`src/rtl/dma_pkg.sv`:
```
package dma_pkg;
  typedef enum logic [1:0] {W_BYTE = 2'd0, W_HALF = 2'd1, W_WORD = 2'd2} width_e;
  typedef enum logic [1:0] {M_ONCE = 2'd0, M_RING = 2'd1, M_COPY = 2'd2} mode_e;
  typedef enum logic [2:0] {S_IDLE, S_WAIT, S_REQ, S_RD, S_WR} state_e;

  localparam logic [2:0] REG_SRC  = 3'd0;
  localparam logic [2:0] REG_DST  = 3'd1;
  localparam logic [2:0] REG_CNT  = 3'd2;
  localparam logic [2:0] REG_CTRL = 3'd3;
  localparam logic [2:0] REG_CLR  = 3'd4;

  typedef struct packed {
    logic loadRun;    // copy start values into the running state
    logic latchData;  // capture read data
    logic stepUnit;   // a unit finished: advance or reload
  } dp_strobe_t;
endpackage

```
`src/rtl/dma_datapath.sv`:
```
module dma_datapath
  import dma_pkg::*;
#(
  parameter int ADDR_W = 32,
  parameter int DATA_W = 32,
  parameter int CNT_W  = 16
) (
  input  logic              clk,
  input  logic              rstN,
  input  logic              cfgWe,
  input  logic [2:0]        cfgAddr,
  input  logic [DATA_W-1:0] cfgWdata,
  input  logic              ctlIdle,
  input  dp_strobe_t        strobe,
  input  logic [DATA_W-1:0] rdData,
  output logic [ADDR_W-1:0] srcAddr,
  output logic [ADDR_W-1:0] dstAddr,
  output logic [DATA_W-1:0] wrData,
  output width_e            width,
  output mode_e             mode,
  output logic              cntZero,
  output logic              lastUnit,
  output logic              halfHit
);
  logic [ADDR_W-1:0] srcBase, dstBase, stepBytes;
  logic [CNT_W-1:0]  cntBase, remain, moved;
  logic              srcInc, dstInc;
  logic [DATA_W-1:0] laneMask;

  // configuration registers; shape fields change only while idle
  always_ff @(posedge clk or negedge rstN) begin
    if (!rstN) begin
      srcBase <= '0;
      dstBase <= '0;
      cntBase <= '0;
      srcInc  <= 1'b0;
      dstInc  <= 1'b0;
      width   <= W_BYTE;
      mode    <= M_ONCE;
    end else if (cfgWe) begin
      case (cfgAddr)
        REG_SRC: srcBase <= cfgWdata[ADDR_W-1:0];
        REG_DST: dstBase <= cfgWdata[ADDR_W-1:0];
        REG_CNT: cntBase <= cfgWdata[CNT_W-1:0];
        REG_CTRL: if (ctlIdle) begin
          srcInc <= cfgWdata[1];
          dstInc <= cfgWdata[2];
          width  <= (cfgWdata[4:3] == 2'b11) ? W_WORD : width_e'(cfgWdata[4:3]);
          mode   <= (cfgWdata[6:5] == 2'b11) ? M_ONCE : mode_e'(cfgWdata[6:5]);
        end
        default: ;
      endcase
    end
  end

  assign stepBytes = ADDR_W'(1) << width;

  always_comb begin
    case (width)
      W_BYTE:  laneMask = DATA_W'(8'hFF);
      W_HALF:  laneMask = DATA_W'(16'hFFFF);
      default: laneMask = '1;
    endcase
  end

  // running addresses and unit counters
  always_ff @(posedge clk or negedge rstN) begin
    if (!rstN) begin
      srcAddr <= '0;
      dstAddr <= '0;
      remain  <= '0;
      moved   <= '0;
    end else if (strobe.loadRun || (strobe.stepUnit && lastUnit)) begin
      srcAddr <= srcBase;
      dstAddr <= dstBase;
      remain  <= cntBase;
      moved   <= '0;
    end else if (strobe.stepUnit) begin
      srcAddr <= srcAddr + (srcInc ? stepBytes : '0);
      dstAddr <= dstAddr + (dstInc ? stepBytes : '0);
      remain  <= remain - 1'b1;
      moved   <= moved + 1'b1;
    end
  end

  always_ff @(posedge clk or negedge rstN) begin
    if (!rstN)                 wrData <= '0;
    else if (strobe.latchData) wrData <= rdData & laneMask;
  end

  assign cntZero  = (cntBase == '0);
  assign lastUnit = (remain == CNT_W'(1));
  assign halfHit  = (cntBase >= CNT_W'(2)) && ((moved + 1'b1) == (cntBase >> 1));
endmodule

```
`src/rtl/dma_ctrl.sv`:
```
module dma_ctrl
  import dma_pkg::*;
#(
  parameter int TRIG_W = 3
) (
  input  logic       clk,
  input  logic       rstN,
  input  logic       ctrlWr,
  input  logic       enBit,
  input  logic       clrWr,
  input  logic [1:0] clrBits,
  input  logic       periphReq,
  input  logic       busGnt,
  input  mode_e      mode,
  input  logic       cntZero,
  input  logic       lastUnit,
  input  logic       halfHit,
  output dp_strobe_t strobe,
  output logic       ctlIdle,
  output logic       busReq,
  output logic       busRd,
  output logic       busWr,
  output logic       active,
  output logic       irqHalf,
  output logic       irqDone
);
  state_e            state, nxt;
  logic              stopReq, stopNow, start, trigTake, trigAdd, trigUse;
  logic [TRIG_W-1:0] trigCnt;

  assign start    = ctrlWr && enBit && (state == S_IDLE) && !cntZero;
  assign stopNow  = stopReq || (ctrlWr && !enBit);
  assign trigTake = (state == S_WAIT) && !stopNow && ((mode == M_COPY) || (trigCnt != '0));
  assign trigAdd  = periphReq && (state != S_IDLE) && (mode != M_COPY) && (trigCnt != '1);
  assign trigUse  = trigTake && (mode != M_COPY);

  always_comb begin
    nxt = state;
    case (state)
      S_IDLE: if (start) nxt = S_WAIT;
      S_WAIT: if (stopNow) nxt = S_IDLE; else if (trigTake) nxt = S_REQ;
      S_REQ:  if (busGnt) nxt = S_RD;
      S_RD:   nxt = S_WR;
      S_WR:   nxt = (stopNow || (lastUnit && mode != M_RING)) ? S_IDLE : S_WAIT;
      default: nxt = S_IDLE;
    endcase
  end

  always_ff @(posedge clk or negedge rstN) begin
    if (!rstN) begin
      state   <= S_IDLE;
      stopReq <= 1'b0;
      trigCnt <= '0;
    end else begin
      state <= nxt;
      if (nxt == S_IDLE)         stopReq <= 1'b0;
      else if (ctrlWr && !enBit) stopReq <= 1'b1;
      if (nxt == S_IDLE) trigCnt <= '0;
      else begin
        case ({trigAdd, trigUse})
          2'b10:   trigCnt <= trigCnt + 1'b1;
          2'b01:   trigCnt <= trigCnt - 1'b1;
          default: ;
        endcase
      end
    end
  end

  // sticky flags: setting wins over a clear in the same cycle
  always_ff @(posedge clk or negedge rstN) begin
    if (!rstN) begin
      irqHalf <= 1'b0;
      irqDone <= 1'b0;
    end else begin
      if (state == S_WR && halfHit)      irqHalf <= 1'b1;
      else if (clrWr && clrBits[0])      irqHalf <= 1'b0;
      if (state == S_WR && lastUnit)     irqDone <= 1'b1;
      else if (clrWr && clrBits[1])      irqDone <= 1'b0;
    end
  end

  assign strobe.loadRun   = start;
  assign strobe.latchData = (state == S_RD);
  assign strobe.stepUnit  = (state == S_WR);
  assign ctlIdle = (state == S_IDLE);
  assign active  = (state != S_IDLE);
  assign busReq  = (state == S_REQ) || (state == S_RD) || (state == S_WR);
  assign busRd   = (state == S_RD);
  assign busWr   = (state == S_WR);
endmodule

```
`src/rtl/dma_mover.sv`:
```
module dma_mover
  import dma_pkg::*;
#(
  parameter int ADDR_W = 32,
  parameter int DATA_W = 32,
  parameter int CNT_W  = 16,
  parameter int TRIG_W = 3
) (
  input  logic              clk,
  input  logic              rstN,
  input  logic              cfgWe,
  input  logic [2:0]        cfgAddr,
  input  logic [DATA_W-1:0] cfgWdata,
  input  logic              periphReq,
  output logic              busReq,
  input  logic              busGnt,
  output logic              busRd,
  output logic              busWr,
  output logic [ADDR_W-1:0] busAddr,
  output logic [1:0]        busSize,
  output logic [DATA_W-1:0] busWdata,
  input  logic [DATA_W-1:0] busRdata,
  output logic              active,
  output logic              irqHalf,
  output logic              irqDone
);
  dp_strobe_t        strobe;
  width_e            width;
  mode_e             mode;
  logic              ctlIdle, cntZero, lastUnit, halfHit, ctrlWr, clrWr;
  logic [ADDR_W-1:0] srcAddr, dstAddr;

  assign ctrlWr = cfgWe && (cfgAddr == REG_CTRL);
  assign clrWr  = cfgWe && (cfgAddr == REG_CLR);

  dma_ctrl #(.TRIG_W(TRIG_W)) uCtrl (
    .clk(clk), .rstN(rstN), .ctrlWr(ctrlWr), .enBit(cfgWdata[0]),
    .clrWr(clrWr), .clrBits(cfgWdata[1:0]), .periphReq(periphReq),
    .busGnt(busGnt), .mode(mode), .cntZero(cntZero), .lastUnit(lastUnit),
    .halfHit(halfHit), .strobe(strobe), .ctlIdle(ctlIdle), .busReq(busReq),
    .busRd(busRd), .busWr(busWr), .active(active), .irqHalf(irqHalf),
    .irqDone(irqDone)
  );

  dma_datapath #(.ADDR_W(ADDR_W), .DATA_W(DATA_W), .CNT_W(CNT_W)) uPath (
    .clk(clk), .rstN(rstN), .cfgWe(cfgWe), .cfgAddr(cfgAddr),
    .cfgWdata(cfgWdata), .ctlIdle(ctlIdle), .strobe(strobe),
    .rdData(busRdata), .srcAddr(srcAddr), .dstAddr(dstAddr),
    .wrData(busWdata), .width(width), .mode(mode), .cntZero(cntZero),
    .lastUnit(lastUnit), .halfHit(halfHit)
  );

  assign busAddr = busWr ? dstAddr : srcAddr;
  assign busSize = width;
endmodule

```
`config.mk`:
```
export PLATFORM = sky130hd
export DESIGN_NAME = dma_mover
export DESIGN_NICKNAME = d
export VERILOG_FILES = /design/src/rtl/dma_pkg.sv /design/src/rtl/dma_datapath.sv /design/src/rtl/dma_ctrl.sv /design/src/rtl/dma_mover.sv
export SDC_FILE = /design/constraint.sdc
export NUM_CORES = 1
export LEC_CHECK = 0
export BUFFER_PORTS_ARGS = -buffer_cell sky130_fd_sc_hd__buf_2
export CAP_MARGIN = 0
export CORE_MARGIN = 8
export CORE_UTILIZATION = 35
export CTS_BUF_LIST = sky130_fd_sc_hd__clkbuf_4
export DETAILED_ROUTE_END_ITERATION = 7
export PLACE_DENSITY = 0.5
export SYNTH_ARGS = -nofsm -noshare
export SYNTH_HDL_FRONTEND = slang
export SYNTH_SLANG_ARGS = --single-unit
```
`constraint.sdc`:
```
create_clock -name clk -period 3.7 [get_ports clk]
set_clock_uncertainty 0.15 [all_clocks]
set_input_delay 0.925 -clock clk [delete_from_list [all_inputs] [get_ports clk]]
set_output_delay 0.925 -clock clk [all_outputs]
set_load 0.05 [all_outputs]
```
Word level (Yosys, flattened, before mapping)
Index checks and enable logic that the tools add are counted.
W data, S select, Z words.

storage, ports and cells
  word-level logic and storage cells = 116
  input bits = 72
  output and inout port bits = 72
  register bits after elaboration = 223

cells by class
  multiplexer cells = 28
  order comparisons = 1
  equal/unequal tests = 19
  $add $sub $neg = 6
  shifts and indexed selects = 1
  reductions and logical operators = 43
  bitwise logic cells = 1

operators with widths
  cell                     count
  $mux W32                 7
  $add A32 B32 Y32         2
  $mux W16                 4
  $pmux W32 S2             1
  $and A32 B32 Y32         1
  $shl A1 B2 Y32 const A   1
  $logic_and A1 B1 Y1      18
  $add A16 B1 Y16 const B  1
  $eq A16 B1 Y1 const B    1
  $eq A16 B15 Y1           1
  $ge A16 B2 Y1 const B    1
  $logic_not A16 Y1        1
  $sub A16 B1 Y16 const B  1
  $mux W3                  5
  $pmux W3 S5              1
  $eq A3 B2 Y1 const B     4
  $logic_not A3 Y1         3
  $reduce_bool A3 Y1       3
  $eq A2 B2 Y1 const B     4
  $reduce_bool A2 Y1       4
  $mux W1                  7
  $eq A3 B1 Y1 const B     2
  $eq A3 B3 Y1 const B     2
  $logic_or A1 B1 Y1       6
  other kinds (12)         18

Logic depth before layout (Yosys ltp)
Gate-level depths: netlist (run 1).

  depth in word-level cells = 12
  depth in mapped cells = 13
  depth with buffers taken out = 11

By module
Synthesis (run 1) repeated with hierarchy kept, for this count alone.

second synthesis, totals
  cell total of the unflattened synthesis = 1251
  area total of the unflattened synthesis = 12300.5 um^2

modules (own cells, without submodules)
  module        sequential area each (um^2)  instances  area an instance (um^2)  cells an instance
  dma_datapath  5355.1                       1          11134.4                  1142
  dma_ctrl      225.2                        1          601.8                    71
  dma_mover     0.0                          1          564.3                    38

Worst setup path after synthesis (run 1)
No wires, ideal clock.

  path kind = reg-to-reg
  start point = register uPath.width[1]
  end point = register uPath.srcAddr[22]
  stages on the path, launching flop included = 14
  clock period less this slack = 3.418 ns
  path buffers = 2
  path slack = 0.282 ns
  data required time = 3.471 ns
  arrival = 3.189 ns
  library setup time = 0.079 ns
  cells stage by stage = dfrtp_1 or2_2 clkbuf_1 nor2_1 ha_1 inv_1 fa_1 nor2b_1 o21ai_0 a211oi_1 clkbuf_1 nand3_1 a21oi_1 a2bb2oi_1

between the ends
  word-level cells in the longest chain between the ends = 5

ends and longest elaborated chain
  element                   line                RTL
  start: declaration        dma_datapath.sv:19  output width_e width,
  start signal: assignment  dma_datapath.sv:48  width <= (cfgWdata[4:3] == 2'b11) ? W_WORD : width_e'(cfgWdata[4:3]);
  $shl A1 B2 Y32            dma_datapath.sv:56  assign stepBytes = ADDR_W'(1) << width;
  $mux W32                  dma_datapath.sv:79  srcAddr <= srcAddr + (srcInc ? stepBytes : '0);
  $add A32 B32 Y32          dma_datapath.sv:79
  $mux W32                  dma_datapath.sv:78  end else if (strobe.stepUnit) begin
  $mux W32                  dma_datapath.sv:73  end else if (strobe.loadRun || (strobe.stepUnit && lastUnit)) begin
  end signal: assignment    dma_datapath.sv:74  srcAddr <= srcBase;
  end signal: assignment    dma_datapath.sv:79
  end: declaration          dma_datapath.sv:16  output logic [ADDR_W-1:0] srcAddr,

No other way between the ends. The select of a mux whose other input is x is not followed.
A chain may end at the register's enable or synchronous reset.

Final worst setup path (run 1)
  start point = register uCtrl.state[1]
  end point = output port busAddr[30]

between the ends
  word-level cells in the longest chain between the ends = 2

ends and longest elaborated chain
  element                   line             RTL
  start: declaration        dma_ctrl.sv:27   state_e state, nxt;
  start signal: assignment  dma_ctrl.sv:55   state <= nxt;
  $eq A3 B3 Y1              dma_ctrl.sv:89   assign busWr = (state == S_WR);
  $mux W32                  dma_mover.sv:53  assign busAddr = busWr ? dstAddr : srcAddr;
  end: declaration          dma_mover.sv:19  output logic [ADDR_W-1:0] busAddr,

No other way between the ends.

==> implementation parameters, run 1 <==
Parameter                              Value

Status
  Run status ... complete, no violations

Critical path
  Worst Reg-to-Reg Cells ... 12
  Register-to-register setup slack ... 330 ps
  R2R Path End ... uPath.srcAddr[24]$_DFFE_PN0P_
  Startpoint of the worst register-to-register path ... uPath.width[0]$_DFFE_PN0P_
  Worst Setup Path Type ... flop to output port
  Top fanout value on the critical path ... 28
  Critical path launch point type ... flop
  Category of the worst setup path capture point ... output port
  WP data required ... 2620 ps
  Data arrival, critical path ... 2430 ps

STA
  Fin Setup TNS ... 0 ps
  Measured slew at the worst slew-check pin ... 986 ps
  Final-report max-slew violation count ... 0
  Peak Freq ... 286 MHz
  Worst hold margin ... 246 ps
  Setup repair after global routing missed its margin ... no
  Tightest slew margin relative to the limit ... 0.336
  Final Hold Fails ... 0
  Setup violations, final ... 0
  Fraction of the cycle the final worst path needs ... 0.946
  Smallest setup slack after layout ... 199 ps
  Minimum clock period after layout ... 3500 ps

Detailed routing
  Post-detailed-route wirelength per cell ... 20.8 um
  Via-to-Cell Ratio ... 5.56
  Sum of routed wire length over all layers ... 41,300 um
  Via total after detailed routing ... 11,018
  Detailed-route DRC error count ... 0
  DR pass1 iterations ... 5
  ANT nets after route ... 0
  Violation count after the first detailed-route iteration ... 778

Cells and area
  Leading cell types in the layout, fill and taps excluded ... 239 x sky130_fd_sc_hd__nand2_1, 223 x sky130_fd_sc_hd__dfrtp_1, 142 x sky130_fd_sc_hd__buf_2
  Layout overhead on the synthesized area ... 19.4%
  Most common cell after layout, fill and taps aside ... sky130_fd_sc_hd__nand2_1
  Layout cell share with drive strength beyond 1 ... 0.263
  Final nets ... 1,571
  Number of standard cells in the final layout excluding fillers ... 1,983
  Core utilization of the finished layout ... 0.425

Placed design
  Count of input and output buffers ... 143
  Number of placed instances, taps included ... 1,860
  Routability cong. ... 0.848
  Worst setup timing slack at the placement stage ... 365 ps
  Final HPWL from detailed placement ... 28,300 um

Power
  IR drop worst, VDD ... 379 uV
  Lkg Pwr ... 6.43 nW
  Power density normalized to cell area ... 716 nW/um^2

Yosys
  Netlist Area Pre-Place ... 12,000 sq um
  Share of the synthesized area in compound gates (AO/OA/AOI/OAI) ... 0.170
  Dominant combinational cell family by area after synthesis ... simple AND/OR/NAND/NOR gates
  Proportion of synthesized chip area in sequential cells ... 0.466
  Per-instance average area after synthesis ... 9.17 sq um
  Yosys reg bits ... 223
  Adder-cell share of the synthesized area ... 0.0165
  XOR/XNOR Fraction of Synth Area ... 0.0161
  Basic-gate share of the synthesized area counting and, or, nand and nor cells ... 0.210
  Synth async-reset ratio ... 1.00
  Post-synth EDFFs ... 0
  Count of warnings emitted by yosys ... 0
  Ranking of synthesized cells by area ... sky130_fd_sc_hd__dfrtp_1 47%, sky130_fd_sc_hd__mux2_2 7.6%, sky130_fd_sc_hd__nand2_1 7.6%
  Total nets after synthesis ... 1,392
  Synth Flop Type ... sky130_fd_sc_hd__dfrtp_1
  Dominant cell type by area after synthesis ... sky130_fd_sc_hd__dfrtp_1
  Gate count after technology mapping ... 1,306
  Unique masters post-synth ... 69
  Area share of the leading cell type in the synthesized netlist ... 0.466
  Mux contribution to synthesized area ... 0.0799

Die
  Starting utilization of the core area ... 0.356
  Area of the core ... 33,600 sq um
  IO Pins ... 144
  Number of placement rows ... 67
  Die Height ... 201 um
  Die outline width ... 201 um
  Area of the die ... 40,400 sq um

Hold path
  Launch point of the worst hold path ... busRdata[3]
  Hold Path Stages ... 3
  Sink of the worst hold path ... uPath.wrData[3]$_DFFE_PN0P_
  Class of the worst hold path ... input port to flop

Flow run
  # Max-Cap Violations ... 0

Clock tree
  CTS H-tree lvls ... 3
  Num Clock Sinks ... 223
  Post-CTS setup buffer count ... 0
  CTS root buffer ... sky130_fd_sc_hd__clkbuf_4
  CTS tree ... done
  Clock insertion delay at the later pin of the skew report ... 740 ps
  Worst-path clk slew ... 60 ps
  Buffer levels on the longest clock path ... 3
  Num CTS Buffers ... 70

Global route
  Initial antenna violation count ... 2
  Wire length of the first global-routing pass ... 65,000 um
  GRT Overall Usage ... 0.201
  Pin count of the biggest net entering global routing ... 68
  Remaining global-route overflow ... 0
  Vias in the first global route ... 10,985
[worst max-delay path: stages, from the launching register on]
cell and delay (ps):
sky130_fd_sc_hd__dfrtp_1 460, sky130_fd_sc_hd__nor2_1 160, sky130_fd_sc_hd__nand2_2 110, sky130_fd_sc_hd__inv_4 240, sky130_fd_sc_hd__buf_12 250, sky130_fd_sc_hd__nand2_1 70, sky130_fd_sc_hd__o21ai_0 110, sky130_fd_sc_hd__buf_2 320
[per-layer routing]
metal  track usage  share of wire
met2         0.306           0.45
met3        0.0466          0.063
met4        0.0583          0.020
met5             0              0
met1         0.280           0.47
[worst max path at each step]
stage | from | to | depth (start not counted)
finish | uCtrl.state[1]$_DFF_PN0_ | busAddr[30] | 7
global route | uCtrl.state[1]$_DFF_PN0_ | busAddr[30] | 7
CTS | uCtrl.state[1]$_DFF_PN0_ | busAddr[30] | 7
detailed placement | uPath.width[0]$_DFFE_PN0P_ | uPath.srcAddr[24]$_DFFE_PN0P_ | 12
global placement | uPath.width[0]$_DFFE_PN0P_ | uPath.srcAddr[24]$_DFFE_PN0P_ | 12
floorplan | uPath.width[1]$_DFFE_PN0P_ | uPath.srcAddr[22]$_DFFE_PN0P_ | 13
[cell usage after synthesis, types with 13 or more instances]
master,number
sky130_fd_sc_hd__and3_1,20
sky130_fd_sc_hd__nand2_1,241
sky130_fd_sc_hd__a21oi_1,61
sky130_fd_sc_hd__nor2_1,62
sky130_fd_sc_hd__inv_1,42
sky130_fd_sc_hd__a31oi_1,19
sky130_fd_sc_hd__mux2_2,81
sky130_fd_sc_hd__nor3_1,20
sky130_fd_sc_hd__dfrtp_1,223
sky130_fd_sc_hd__o22a_1,13
sky130_fd_sc_hd__clkbuf_1,61
sky130_fd_sc_hd__nand4_1,32
sky130_fd_sc_hd__nor4_1,15
sky130_fd_sc_hd__o22ai_1,19
sky130_fd_sc_hd__o21ai_0,92
sky130_fd_sc_hd__xnor2_1,16
sky130_fd_sc_hd__nand3_1,67
[power by group]
part	switching (mW)	leakage [nW]	internal (mW)
sequential	0.769	2.75	3.17
combinational	2.57	3.14	1.23
clock	1.14	0.533	1.37
total	4.47	6.43	5.77
[per-stage QoR]
stage / total power, mW / cell area [sq um]
2_1_floorplan: 6.54 / 12000
3_3_place_gp: 7.73 / 13400
3_5_place_dp: 7.78 / 13400
4_1_cts: 10.4 / 14300
5_1_grt: 10.9 / 14300
6_report: 10.2 / 14300
[cell families after synthesis]
kind of cell / count (synthesis)
buffers and inverters: 125
AO/OA/AOI/OAI: 311
AND/OR/NAND/NOR: 526
multiplexers: 85
adder cells (fa/ha/maj): 14
XOR/XNOR: 22
flip-flops: 223
[flip-flops by register name (all words and copies together), names as in the netlist]
name and count:
uPath.dstAddr 32, uPath.dstBase 32, uPath.srcAddr 32, uPath.srcBase 32, uPath.wrData 32, uPath.cntBase 16, uPath.moved 16, uPath.remain 16
uCtrl.state 3, uCtrl.trigCnt 3, uPath.mode 2, uPath.width 2, uCtrl.irqDone 1, uCtrl.irqHalf 1, uCtrl.stopReq 1, uPath.dstInc 1
uPath.srcInc 1
[area by class of cell]
type / instances / area, sq um
Clock inverter: 13 / 75.1
Clock buffer: 107 / 803
Antenna cell: 2 / 5.00
Sequential cell: 223 / 5580
Inverter: 42 / 160
Fill cell: 3413 / 19300
Tap cell: 448 / 561
Timing Repair Buffer: 190 / 1170
Multi-Input combinational cell: 958 / 5950
[timing repair]
action / 4_1_cts / 5_1_grt
resized for setup: 1 / 0
endpoints found under the setup margin: 1 / 0
hold buffers: 1 / 0
hold endpoints to repair: 23 / 0
Power figures use the tool's default switching activity.
==> inputs of run 2 (changes only) <==
Settings changed: BUFFER_PORTS_ARGS -buffer_cell sky130_fd_sc_hd__buf_2 to default, DONT_BUFFER_PORTS from default to 1, PLACE_DENSITY 0.5 to 0.46.
==> run 2 against run 1 <==
Compared with the run above:
- the run now ends with hold timing left
- first-iteration DRC count fell by 20%
- critical path depth fell by 1
- global-route usage barely moved
- via count fell by 5.1%
- final area fell by 4.4%
- die area did not move
- sequential cell count did not move
- register-to-register slack barely moved
- combinational power fell by 22%
- sequential share of layout area rose by 1.8 points
- critical path type unchanged
- largest cell class unchanged
==> implementation parameters, run 2 (synthesized netlist as in run 1, its figures left out) <==
Parameter                              Value

Status
  Run status ... finished, violations left
  Failing checks ... hold timing

Critical path
  Most prevalent standard cell on the critical path ... sky130_fd_sc_hd__nand2_1
  Slowest cell on the critical path ... sky130_fd_sc_hd__dfrtp_1
  Critical path launch point type ... flop
  Data arrival, critical path ... 2400 ps
  Startpoint of the worst register-to-register path ... uPath.width[1]$_DFFE_PN0P_
  WP data required ... 2620 ps
  Worst Setup Path Type ... flop to output port
  Worst path max stage delay ... 460 ps
  Top fanout value on the critical path ... 20
  Cell chain of the critical path ... nor2_1 -> nand2_2 -> clkinv_2 -> buf_6 -> nand2_1 -> nand2_1
  Startpoint of the worst setup timing path ... uCtrl.state[1]$_DFF_PN0_
  Category of the worst setup path capture point ... output port

Power
  Sw Pwr ... 4.31 mW
  Sw Ratio ... 0.436
  Register share of total power ... 0.455
  Lkg Pwr ... 5.88 nW
  Combinational share of power ... 0.297
  Total power draw ... 9.89 mW
  Internal power summed over all cells ... 5.58 mW
  Power density normalized to cell area ... 723 nW/um^2
  IR drop worst, VDD ... 381 uV
  Clock share of power ... 0.247

Hold path
  Class of the worst hold path ... input port to asynchronous set/reset pin

Global route
  GRT Overall Usage ... 0.201
  Pin count of the biggest net entering global routing ... 224
  Initial antenna violation count ... 2
  Vias in the first global route ... 10,332
  Wire length of the first global-routing pass ... 64,000 um
  Remaining global-route overflow ... 0

Cells and area
  Multi-input gate area in the final layout ... 5960 sq um
  Count of fill cells added during filler insertion ... 3,426
  Final std cell area, no fill ... 13,700 sq um
  Storage element area ... 5580 sq um
  Layout cell share with drive strength beyond 1 ... 0.198
  Most common cell after layout, fill and taps aside ... sky130_fd_sc_hd__nand2_1
  Number of standard cells in the final layout excluding fillers ... 1,851
  Layout overhead on the synthesized area ... 14.1%
  Final nets ... 1,449
  Leading cell types in the layout, fill and taps excluded ... 236 x sky130_fd_sc_hd__nand2_1, 223 x sky130_fd_sc_hd__dfrtp_1, 97 x sky130_fd_sc_hd__clkbuf_4

STA
  Tightest slew margin relative to the limit ... 0.348
  Fraction of the cycle the final worst path needs ... 0.940
  Peak Freq ... 287 MHz
  Minimum clock period after layout ... 3480 ps
  Setup violations, final ... 0
  Worst hold margin ... -240 ps
  Fin Setup TNS ... 0 ps
  Final-report max-slew violation count ... 0
  Measured slew at the worst slew-check pin ... 976 ps
  Final Hold Fails ... 223
  Smallest setup slack after layout ... 221 ps
  Setup repair after global routing missed its margin ... no

Flow run
  # Max-Cap Violations ... 0

Clock tree
  Num Clock Sinks ... 223
  Num CTS Buffers ... 69
  Worst-path clk slew ... 60 ps
  CTS tree ... done
  Clock insertion delay at the later pin of the skew report ... 750 ps
  CTS H-tree lvls ... 3
  CTS root buffer ... sky130_fd_sc_hd__clkbuf_4
  Buffer levels on the longest clock path ... 3
  Post-CTS setup buffer count ... 0

Placed design
  Area after DPL ... 12,800 sq um
  Routability cong. ... 0.818
  Worst setup timing slack at the placement stage ... 394 ps
  Final HPWL from detailed placement ... 28,100 um
  Number of placed instances, taps included ... 1,740
  Count of input and output buffers ... 0

Detailed routing
  DR pass1 iterations ... 5
  Violation count after the first detailed-route iteration ... 621
  Sum of routed wire length over all layers ... 41,300 um
  Post-detailed-route wirelength per cell ... 22.3 um
  ANT nets after route ... 0
  Via total after detailed routing ... 10,455
  Via-to-Cell Ratio ... 5.65
  Detailed-route DRC error count ... 0

Die
  Die outline width ... 201 um
  IO Pins ... 144
  Number of placement rows ... 67
  Area of the core ... 33,600 sq um
  Area of the die ... 40,400 sq um
  Die Height ... 201 um
  Starting utilization of the core area ... 0.356
[run 2: cell types whose count changed in the layout (fill, tap and decap cells not counted), sizes merged]
cell | before | now
clkinv | 9 | 8
buf | 189 | 69
inv | 45 | 43
dlygate4sd3 | 1 | 0
bufinv | 1 | 2
diode | 2 | 3
clkbuf | 107 | 97
[run 2: power groups by stage]
stage               Clock (mW)  Sequential, mW  Combinational, mW
global route              2.67            4.62               3.25
CTS                       2.54            4.50               2.97
detailed placement           0            4.54               2.97
finish                    2.45            4.50               2.94
global placement             0            4.53               2.93
floorplan                    0            4.24               2.30
[run 2: worst paths after layout]
check | slack [ps] | endpoint | cells past startpoint
min in group clk | 160 | uPath.wrData[5]$_DFFE_PN0P_ | 2
hold / removal | -240 | uPath.moved[9]$_DFFE_PN0P_ | 0
setup / recovery | 220 | busAddr[7] | 6
hold reg to reg | 330 | uPath.srcAddr[19]$_DFFE_PN0P_ | 1
setup reg to reg | 340 | uPath.srcAddr[24]$_DFFE_PN0P_ | 12
max in group asynchronous | 3280 | uPath.dstBase[19]$_DFFE_PN0P_ | 0
[run 2: critical path: cells and delay by family (launching register included)]
| family | cells | cell delay [ps] |
|---|---|---|
| buffers and inverters | 2 | 470 |
| DFF | 1 | 460 |
| and+or+nand+nor | 4 | 750 |
[run 2: layout make-up]
type / instances / area share
clock inverter: 11 / 0.00686
sequential: 223 / 0.408
timing repair buffer: 69 / 0.0424
antenna: 3 / 0.000549
inverter: 42 / 0.0116
clock buffer: 97 / 0.0533
tap: 448 / 0.0410
multi-input combinational: 958 / 0.436
[run 2: what timing repair did]
item | in CTS | in global routing
setup endpoints to repair | 2 | 28
resized for setup | 2 | 6
hold endpoints to repair | 223 | 223
[run 2: through the flow]
step | hold WS, ps | utilization
after floorplan | 295 | -
after CTS | -324 | 0.406
final | -240 | 0.407
after detailed placement | 322 | 0.381
after global placement | 306 | 0.381
after global routing | -331 | 0.407
[run 2: metal layers]
metal  vias up  part of all wire  track usage
met5         -                 0            0
met3        85             0.059       0.0537
li1       4903                 -            -
met2       282              0.46        0.314
met4         0             0.028       0.0744
met1      5185              0.45        0.263
==> inputs of run 3 (changes only) <==
Clock period 3.7 ns to 3.85 ns, I/O delays scaled along.
==> run 3 against run 2 <==
Compared with the run above:
- the flow still finishes with violations (hold timing)
- sequential share of layout area increased by 0.31 points
- largest cell class unchanged
- cell count decreased by 0.32%
- combinational power decreased by 5%
- final area decreased by 0.76%
- sequential cell count unchanged
- worst hold slack improved by 39 ps
- worst setup slack got worse by 36 ps
- core utilization decreased by 0.31 points
- clock power decreased by 3%
- critical endpoint is now busAddr[26]
- register-to-register slack improved by 60 ps
==> implementation parameters, run 3 (synthesized netlist as in run 1, its figures left out) <==
Parameter                              Value

STA
  Fin Setup TNS ... 0 ps
  Setup violations, final ... 0
  Smallest setup slack after layout ... 185 ps
  Tightest slew margin relative to the limit ... 0.398
  Final-report max-slew violation count ... 0
  Final Hold Fails ... 222
  Setup repair after global routing missed its margin ... no
  Worst hold margin ... -201 ps
  Minimum clock period after layout ... 3660 ps
  Peak Freq ... 273 MHz
  Measured slew at the worst slew-check pin ... 900 ps
  Fraction of the cycle the final worst path needs ... 0.952

Die
  Area of the core ... 33,600 sq um
  Die outline width ... 201 um
  Starting utilization of the core area ... 0.356
  Number of placement rows ... 67
  IO Pins ... 144
  Die Height ... 201 um
  Area of the die ... 40,400 sq um

Critical path
  Slowest cell on the critical path ... sky130_fd_sc_hd__dfrtp_1
  WP data required ... 2740 ps
  Top fanout value on the critical path ... 18
  Critical path's top delay family ... simple AND/OR/NAND/NOR gates
  Critical path launch point type ... flop
  Critical path buffer and inverter count ... 2
  Category of the worst setup path capture point ... output port
  Startpoint of the worst register-to-register path ... uPath.cntBase[1]$_DFFE_PN0P_
  Cell chain of the critical path ... nor2_1 -> nand2_2 -> inv_2 -> buf_4 -> nand2_1 -> nand2_1
  Worst path max stage delay ... 460 ps
  Most prevalent standard cell on the critical path ... sky130_fd_sc_hd__nand2_1
  Data arrival, critical path ... 2550 ps
  R2R Path End ... uPath.remain[4]$_DFFE_PN0P_
  Worst Reg-to-Reg Cells ... 7
  Worst Setup Path Type ... flop to output port
  Register-to-register setup slack ... 400 ps

Detailed routing
  Post-detailed-route wirelength per cell ... 22.3 um
  Via-to-Cell Ratio ... 5.69
  Violation count after the first detailed-route iteration ... 675
  Via total after detailed routing ... 10,507
  Sum of routed wire length over all layers ... 41,100 um
  DR pass1 iterations ... 5
  ANT nets after route ... 0
  Detailed-route DRC error count ... 0

Cells and area
  Layout cell share with drive strength beyond 1 ... 0.193
  Leading cell types in the layout, fill and taps excluded ... 239 x sky130_fd_sc_hd__nand2_1, 223 x sky130_fd_sc_hd__dfrtp_1, 102 x sky130_fd_sc_hd__clkbuf_4
  Layout overhead on the synthesized area ... 13.3%
  Most common cell after layout, fill and taps aside ... sky130_fd_sc_hd__nand2_1
  Final nets ... 1,436

Clock tree
  Post-CTS setup buffer count ... 0
  CTS root buffer ... sky130_fd_sc_hd__clkbuf_4
  Clock insertion delay at the later pin of the skew report ... 720 ps
  Worst-path clk slew ... 60 ps
  Buffer levels on the longest clock path ... 3
  CTS H-tree lvls ... 3
  Num CTS Buffers ... 68
  CTS tree ... done
  Num Clock Sinks ... 223

Hold path
  Class of the worst hold path ... input port to asynchronous set/reset pin

Power
  Sw Pwr ... 4.17 mW
  IR drop worst, VDD ... 285 uV
  Internal power summed over all cells ... 5.33 mW
  Power density normalized to cell area ... 700 nW/um^2
  Combinational share of power ... 0.295
  Lkg Pwr ... 5.81 nW
  Register share of total power ... 0.456
  Sw Ratio ... 0.439
  Clock share of power ... 0.249

Placed design
  Final HPWL from detailed placement ... 28,000 um
  Count of input and output buffers ... 0
  Routability cong. ... 0.817
  Worst setup timing slack at the placement stage ... 414 ps

Flow run
  # Max-Cap Violations ... 0

Global route
  Vias in the first global route ... 10,597
  Wire length of the first global-routing pass ... 64,800 um
  Initial antenna violation count ... 1
  GRT Overall Usage ... 0.202
  Pin count of the biggest net entering global routing ... 224
  Remaining global-route overflow ... 0

Status
  Failing checks ... hold timing
  Run status ... finished, violations left
## run 3: changes by cell type in the layout (fill, tap and decap cells not counted), sizes merged
cell      change
bufinv        -1
clkinvlp      +3
buf          -13
clkbuf        +5
clkinv        +2
diode         -2
## run 3: metal layers
metal | up-vias | GRT usage | wire, um
li1 | 4863 | - | -
met1 | 5216 | 0.266 | 18500
met2 | 344 | 0.313 | 18800
met3 | 84 | 0.0533 | 2710
met4 | 0 | 0.0812 | 1130
met5 | - | 0 | 0
## run 3: worst register-to-register path, cell delays in order, from the launching register on
cell and delay [ps]:
sky130_fd_sc_hd__dfrtp_1 450, sky130_fd_sc_hd__nor4_1 420, sky130_fd_sc_hd__nand4_1 380, sky130_fd_sc_hd__o2111a_1 490
sky130_fd_sc_hd__nor2_4 750, sky130_fd_sc_hd__buf_4 350, sky130_fd_sc_hd__a41oi_1 140, sky130_fd_sc_hd__o22a_1 210
## run 3: through the flow
| stage | total power [mW] | cells | utilization | cell area [sq um] |
|---|---|---|---|---|
| after floorplan | 6.29 | 1306 | - | 12000 |
| after CTS | 9.63 | 1844 | 0.404 | 13600 |
| after detailed placement | 7.19 | 1727 | 0.378 | 12700 |
| final | 9.50 | 1845 | 0.404 | 13600 |
| after global routing | 10.2 | 1845 | 0.404 | 13600 |
| after global placement | 7.16 | 1727 | 0.378 | 12700 |
## run 3: area by class of cell
type / instances / area [sq um]
Timing Repair Buffer: 56 / 445
Timing Repair inverter: 1 / 5.00
Multi-Input combinational cell: 958 / 5960
Sequential cell: 223 / 5580
Clock buffer: 102 / 766
Fill cell: 3390 / 20000
Tap cell: 448 / 561
Antenna cell: 1 / 2.50
Clock inverter: 14 / 83.8
Inverter: 42 / 161
## run 3: power by group through the flow
| stage | Clock (mW) | Sequential (mW) | Combinational [mW] |
|---|---|---|---|
| final | 2.37 | 4.33 | 2.80 |
| after global routing | 2.59 | 4.44 | 3.13 |
| after CTS | 2.46 | 4.33 | 2.84 |
| after detailed placement | 0 | 4.36 | 2.83 |
| after floorplan | 0 | 4.07 | 2.21 |
| after global placement | 0 | 4.37 | 2.79 |
## run 3: what timing repair did
action | 4_1_cts | 5_1_grt
hold endpoints to repair | 223 | 223
endpoints found under the setup margin | 1 | 0
resized for setup | 2 | 0
## run 3: how the worst max path moves through the flow
stage / start / endpoint / depth (start not counted)
CTS: uCtrl.state[1]$_DFF_PN0_ / busAddr[3] / 6
detailed placement: uPath.cntBase[1]$_DFFE_PN0P_ / uPath.remain[4]$_DFFE_PN0P_ / 7
floorplan: uPath.width[1]$_DFFE_PN0P_ / uPath.srcAddr[22]$_DFFE_PN0P_ / 13
global placement: uPath.cntBase[1]$_DFFE_PN0P_ / uPath.remain[4]$_DFFE_PN0P_ / 7
finish: uCtrl.state[1]$_DFF_PN0_ / busAddr[26] / 6
global route: uCtrl.state[1]$_DFF_PN0_ / busAddr[27] / 6
